**src/rtl/coord_delta_pkg.sv**
```systemverilog
package coord_delta_pkg;
  typedef struct packed {
    logic loadFix;
    logic emitStep;
  } stepCtl_t;

  typedef enum logic {
    HIST_EMPTY  = 1'b0,
    HIST_PRIMED = 1'b1
  } histState_t;
endpackage

```
**src/rtl/coord_delta_ctrl.sv**
```systemverilog
module coord_delta_ctrl
  import coord_delta_pkg::*;
(
  input  logic     clk,
  input  logic     rstN,
  input  logic     fixStb,
  output stepCtl_t ctl,
  output logic     stepValid
);
  histState_t histState;

  always_comb begin
    ctl.loadFix  = fixStb;
    ctl.emitStep = fixStb && (histState == HIST_PRIMED);
  end

  always_ff @(posedge clk or negedge rstN) begin
    if (!rstN) begin
      histState <= HIST_EMPTY;
      stepValid <= 1'b0;
    end else begin
      stepValid <= ctl.emitStep;
      if (fixStb) histState <= HIST_PRIMED;
    end
  end
endmodule

```
**src/rtl/coord_wrap_fix.sv**
```systemverilog
module coord_wrap_fix #(
  parameter int COORD_W   = 32,
  parameter int DEG_SCALE = 1000000,
  parameter int WRAP_DEG  = 170
) (
  input  logic signed [COORD_W-1:0] oldLon,
  input  logic signed [COORD_W-1:0] newLon,
  output logic signed [COORD_W:0]   oldAdj,
  output logic signed [COORD_W:0]   newAdj
);
  localparam int OUT_W = COORD_W + 1;
  localparam logic signed [OUT_W-1:0] FULL_TURN  = OUT_W'(360 * DEG_SCALE);
  localparam logic signed [OUT_W-1:0] NEAR_LIMIT = OUT_W'(WRAP_DEG * DEG_SCALE);

  logic signed [OUT_W-1:0] ext [2];
  logic signed [OUT_W-1:0] mag [2];
  logic                    neg [2];
  logic                    nearBorder;

  genvar gi;
  generate
    for (gi = 0; gi < 2; gi++) begin : gOperand
      always_comb begin
        if (gi == 0) ext[gi] = {oldLon[COORD_W-1], oldLon};
        else         ext[gi] = {newLon[COORD_W-1], newLon};
        neg[gi] = ext[gi][OUT_W-1];
        mag[gi] = neg[gi] ? -ext[gi] : ext[gi];
      end
    end
  endgenerate

  always_comb begin
    nearBorder = (mag[0] > NEAR_LIMIT) && (mag[1] > NEAR_LIMIT) && (neg[0] != neg[1]);
    oldAdj = (nearBorder && neg[0]) ? ext[0] + FULL_TURN : ext[0];
    newAdj = (nearBorder && neg[1]) ? ext[1] + FULL_TURN : ext[1];
  end
endmodule

```
**src/rtl/coord_delta_path.sv**
```systemverilog
module coord_delta_path
  import coord_delta_pkg::*;
#(
  parameter int COORD_W   = 32,
  parameter int DEG_SCALE = 1000000,
  parameter int WRAP_DEG  = 170
) (
  input  logic                      clk,
  input  logic                      rstN,
  input  stepCtl_t                  ctl,
  input  logic signed [COORD_W-1:0] latIn,
  input  logic signed [COORD_W-1:0] lonIn,
  output logic signed [COORD_W:0]   latStep,
  output logic signed [COORD_W:0]   lonStep
);
  localparam int OUT_W = COORD_W + 1;

  logic signed [COORD_W-1:0] prevLat, prevLon;
  logic signed [OUT_W-1:0]   oldLonAdj, newLonAdj;
  logic signed [OUT_W-1:0]   latDiff, lonDiff;

  coord_wrap_fix #(
    .COORD_W(COORD_W), .DEG_SCALE(DEG_SCALE), .WRAP_DEG(WRAP_DEG)
  ) wrapFix (
    .oldLon(prevLon), .newLon(lonIn), .oldAdj(oldLonAdj), .newAdj(newLonAdj)
  );

  always_comb begin
    latDiff = {latIn[COORD_W-1], latIn} - {prevLat[COORD_W-1], prevLat};
    lonDiff = newLonAdj - oldLonAdj;
  end

  always_ff @(posedge clk or negedge rstN) begin
    if (!rstN) begin
      prevLat <= '0;
      prevLon <= '0;
      latStep <= '0;
      lonStep <= '0;
    end else begin
      if (ctl.loadFix) begin
        prevLat <= latIn;
        prevLon <= lonIn;
      end
      if (ctl.emitStep) begin
        latStep <= latDiff;
        lonStep <= lonDiff;
      end
    end
  end
endmodule

```
**src/rtl/coord_delta_wrap.sv**
```systemverilog
module coord_delta_wrap
  import coord_delta_pkg::*;
#(
  parameter int COORD_W   = 32,
  parameter int DEG_SCALE = 1000000,
  parameter int WRAP_DEG  = 170
) (
  input  logic                      clk,
  input  logic                      rstN,
  input  logic                      fixStb,
  input  logic signed [COORD_W-1:0] latIn,
  input  logic signed [COORD_W-1:0] lonIn,
  output logic signed [COORD_W:0]   latStep,
  output logic signed [COORD_W:0]   lonStep,
  output logic                      stepValid
);
  stepCtl_t ctl;

  coord_delta_ctrl ctrlUnit (
    .clk(clk), .rstN(rstN), .fixStb(fixStb), .ctl(ctl), .stepValid(stepValid)
  );

  coord_delta_path #(
    .COORD_W(COORD_W), .DEG_SCALE(DEG_SCALE), .WRAP_DEG(WRAP_DEG)
  ) pathUnit (
    .clk(clk), .rstN(rstN), .ctl(ctl), .latIn(latIn), .lonIn(lonIn),
    .latStep(latStep), .lonStep(lonStep)
  );
endmodule

```
**config.mk**
```make
export PLATFORM = sky130hd
export DESIGN_NAME = coord_delta_wrap
export DESIGN_NICKNAME = d
export VERILOG_FILES = /design/src/rtl/coord_delta_pkg.sv /design/src/rtl/coord_delta_ctrl.sv /design/src/rtl/coord_wrap_fix.sv /design/src/rtl/coord_delta_path.sv /design/src/rtl/coord_delta_wrap.sv
export SDC_FILE = /design/constraint.sdc
export NUM_CORES = 1
export LEC_CHECK = 0
export BUFFER_PORTS_ARGS = -buffer_cell sky130_fd_sc_hd__buf_4
export CORE_MARGIN = 1.5
export CORE_UTILIZATION = 60
export CTS_CLUSTER_DIAMETER = 80
export DETAILED_ROUTE_END_ITERATION = 10
export PLACE_DENSITY = 0.83
export SYNTH_ARGS = -nofsm -noshare
export SYNTH_HDL_FRONTEND = slang
export SYNTH_HIERARCHICAL = 1
export SYNTH_SLANG_ARGS = --single-unit
```
**constraint.sdc**
```tcl
create_clock -name clk -period 9.7 [get_ports clk]
set_input_delay 0.97 -clock clk [delete_from_list [all_inputs] [get_ports clk]]
set_output_delay 0.97 -clock clk [all_outputs]
set_load 0.02 [all_outputs]
```
==> reports/summary.txt <==
======================================================================================
Max Transition Viols Final ..............................................            0
Net switching share of the total power ..................................        38.4%
Result of the run .......................................................    completed
Count of final setup violators ..........................................            0
WHS Path Cells ..........................................................            1
Remaining design rule violation count ...................................            0
Total setup buffers inserted after CTS ..................................            0
Total congestion overflow ...............................................            0
Combinational cell fraction of total power ..............................        44.2%
Total track usage .......................................................        30.4%
Worst IR drop on VDD ....................................................      94.2 uV
Die ar. .................................................................   21500 um^2
Iteration-0 DRC Markers .................................................         1189
Post-detail-place hpwl ..................................................     24400 um
Syn avg cell area .......................................................    8.38 um^2
Global-route wire length before repair ..................................     53400 um
Library cell contributing the largest single delay on the critical path . sky130_fd_sc_hd__a2111o_2
Cell-by-cell trace of the critical path ................................. buf_4 -> or4_1 -> or3_1 -> nor4_1 -> mux2_2 -> a41oi_1 -> nor4_1 -> a2111o_2 -> nor3_1 -> mux2_2 -> ha_1 -> nand4_1 -> nor4_1 -> o211ai_1 -> o2111ai_1 -> o211ai_1 -> o21ai_1 -> xor2_1 -> mux2_2
Root Driver ............................................................. sky130_fd_sc_hd__clkbuf_16
Maximum number of pins on one net before global-route repair ............           73
Number of placement rows ................................................           52
Maximum clock rate ......................................................      142 MHz
Share of power burned in the clock network ..............................        27.6%
Worst Path Buf+Inv ......................................................            1
Internal power summed over all cells ....................................      1.69 mW
Total power per unit cell area ..........................................  197 nW/um^2
Resize count post-CTS ...................................................            0
Launch point of the critical path .......................................     lonIn[6]
Port Buf Inserts ........................................................          133
Inserted Clock Buffers ..................................................           17
Fraction of the yosys area taken by sequential cells ....................        26.7%
Worst EP arrival ........................................................      7360 ps
RSZ-0062 raised after global routing ....................................        false
Total of flip-flops plus latches after synthesis ........................          132
Min-Delay Path Class .................................................... register to register
Cells after Synth .......................................................         1473
Worst hold start ........................................................ ctrlUnit/histState$_DFFE_PN0P_
Remaining number of nets flagged by the antenna check after routing .....            0
Overall die height ......................................................       146 um
Hold bufs inserted after CTS ............................................            0
Final WL ................................................................     33300 um
Number of diodes added for antenna fixing ...............................            0
Sequential power share ..................................................        28.2%
Synth-to-Final Area Change ..............................................        12.6%
Delay of the slowest cell on the worst path .............................       830 ps
Clk pin slew, worst setup/hold paths ....................................        70 ps
Cell count of the worst reg-to-reg path .................................           20
Number of enable-type register cells in the synthesized netlist .........            0
Primary flip-flop cell chosen by synthesis mapping ...................... sky130_fd_sc_hd__dfrtp_1
Net switching power .....................................................      1.05 mW
Commonest cells after routing, fill and taps aside ...................... 143 x sky130_fd_sc_hd__buf_4, 132 x sky130_fd_sc_hd__dfrtp_1, 132 x sky130_fd_sc_hd__nand2_1, 93 x sky130_fd_sc_hd__inv_1, 86 x sky130_fd_sc_hd__o21ai_0
Total Neg Setup Slack ...................................................         0 ps
Relative slew margins ...................................................        24.6%
Count of distinct cell types in the synthesized netlist .................           97
Die boundary width ......................................................       146 um
H-tree depth ............................................................            4
Syn_nets ................................................................         1612
Fraction of layout cells with a size suffix above 1 .....................        20.8%
Floorplan core area .....................................................   20200 um^2
Hold violation count in the final report ................................            0
Leakage power ...........................................................      6.04 nW
Maximum number of buffers from clock root to sink .......................            2
Most frequent standard cell in the layout excluding fill and tap cells .. sky130_fd_sc_hd__buf_4
Final critical-path share of the clock period ...........................        72.7%
Via count of the first global-routing pass ..............................        10800
Core occupancy in the finished layout ...................................        68.7%
Slew of the pin with the lowest slew margin .............................      1100 ps
Post-Syn Area ...........................................................   12400 um^2
Crit Reg-Reg Startpoint ................................................. pathUnit/prevLon[9]$_DFFE_PN0P_
TritonCTS clock tree ....................................................        built
Class of the most critical setup path ................................... primary input to register
Clk sink count ..........................................................          132
Total number of yosys warnings ..........................................            6
Starting utilization of the core area ...................................        61.0%
Shortest period the worst path allows ...................................      7050 ps
Vias per cell ...........................................................         6.46
Worst-skew pair later-pin latency .......................................       430 ps
Number of optimization iterations in the first detailed-route pass ......            6
Routed len/inst .........................................................      18.5 um
# Max-Cap Violations ....................................................            0
Worst hold slack ........................................................       482 ps
Proportion of synthesized flip-flops having asynchronous set or reset ...         100%
Depth of the critical timing path with buffers and inverters included ...           19
Startpoint kind of the worst setup timing path .......................... primary input
Total power of the final layout .........................................      2.74 mW
Post-layout net count ...................................................         1659
Maximum clock skew at final layout ......................................      11.0 ps
Worst Path Max Fanout ...................................................           32
Final RePlAce weighted congestion .......................................        0.945
Via Count ...............................................................        11700
I/O pin total ...........................................................          134
Data required time at the worst endpoint ................................     10010 ps
Family of cells with the greatest summed delay on the critical path ..... simple AND/OR/NAND/NOR gates
Number of antenna violations at the first check in global routing .......            0
Element type at the critical path end ...................................     register
======================================================================================
final timing paths:
| check | end | slack, ps |
|---|---|---|
| max in group asynchronous | pathUnit/prevLon[29]$_DFFE_PN0P_ | 7690 |
| max | pathUnit/lonStep[28]$_DFFE_PN0P_ | 2650 |
| min reg2reg | ctrlUnit/histState$_DFFE_PN0P_ | 480 |
| min | ctrlUnit/histState$_DFFE_PN0P_ | 480 |
| min in group asynchronous | pathUnit/latStep[5]$_DFFE_PN0P_ | 660 |
| max reg2reg | pathUnit/lonStep[28]$_DFFE_PN0P_ | 2880 |
logic make-up after synthesis:
logic type                 Yosys count  share of synthesized area [%]
adders and majority gates           72                           7.42
xor gates and xnor gates            96                           6.81
and+or+nand+nor                    502                           22.9
muxes                               83                           7.51
DFF                                132                           26.7
buffers and inverters              209                           7.30
AOI/OAI and AO/OA                  379                           21.3
state kept, by name, summed over array words and instances, names as in the netlist:
| register | count |
|---|---|
| ctrlUnit/stepValid | 1 |
| pathUnit/prevLat | 32 |
| pathUnit/latStep | 33 |
| pathUnit/lonStep | 33 |
| pathUnit/prevLon | 32 |
| ctrlUnit/histState | 1 |
cell type report:
class	count	area, um^2
multi-input cells	1132	8150
fillers	1582	6330
flip-flops and latches	132	3300
repair buffers	143	1070
clock buffers	18	439
inverters	94	353
well taps	270	338
clock inverters	14	248
synth_stat cells (all sizes together), types with 7 or more instances:
library cell | count | area (um^2)
mux2 | 77 | 867
or3 | 16 | 100
o2111ai | 7 | 61.3
nand2 | 132 | 495
dfrtp | 132 | 3300
inv | 93 | 349
and3 | 9 | 56.3
nor3b | 10 | 80.1
nand4 | 28 | 175
nand3 | 34 | 170
nor2b | 19 | 119
xnor2 | 43 | 377
nor3 | 48 | 252
a41oi | 9 | 86.3
ha | 70 | 876
nor4 | 53 | 478
a211oi | 14 | 110
o31ai | 16 | 130
and2 | 9 | 57.6
nand2b | 24 | 150
buf | 49 | 302
a21o | 44 | 330
xor2 | 53 | 464
a31oi | 18 | 128
or4 | 14 | 109
o21a | 20 | 150
a21oi | 77 | 393
o21ai | 90 | 454
nor2 | 75 | 282
nor4b | 10 | 131
clkbuf | 66 | 248
o211ai | 16 | 144
through the flow:
stage | setup slack [ps] | area (um^2) | cells
detailed placement | 2310 | 13200 | 1771
floorplan | 3400 | 12400 | 1473
CTS | 2740 | 13900 | 1803
global placement | 2520 | 13200 | 1771
global route | 2310 | 13900 | 1803
finish | 2650 | 13900 | 1803
power groups by stage:
stage          sequential [mW]  combinational [mW]  clock (mW)
2_1_floorplan            0.874               0.716           0
3_3_place_gp             0.774                1.16           0
3_5_place_dp             0.780                1.19           0
4_1_cts                  0.771                1.20       0.764
5_1_grt                  0.789                1.31       0.791
6_report                 0.772                1.21       0.755
metal layers:
metal  part of all wire, %  GRT usage (%)  up-vias
met3                   6.1           4.34      101
li1                      -              -     5456
met1                    45           41.2     5545
met2                    46           48.8      553
met5                     0              0        -
met4                   3.4           12.5        0
Power figures use the tool's default switching activity.
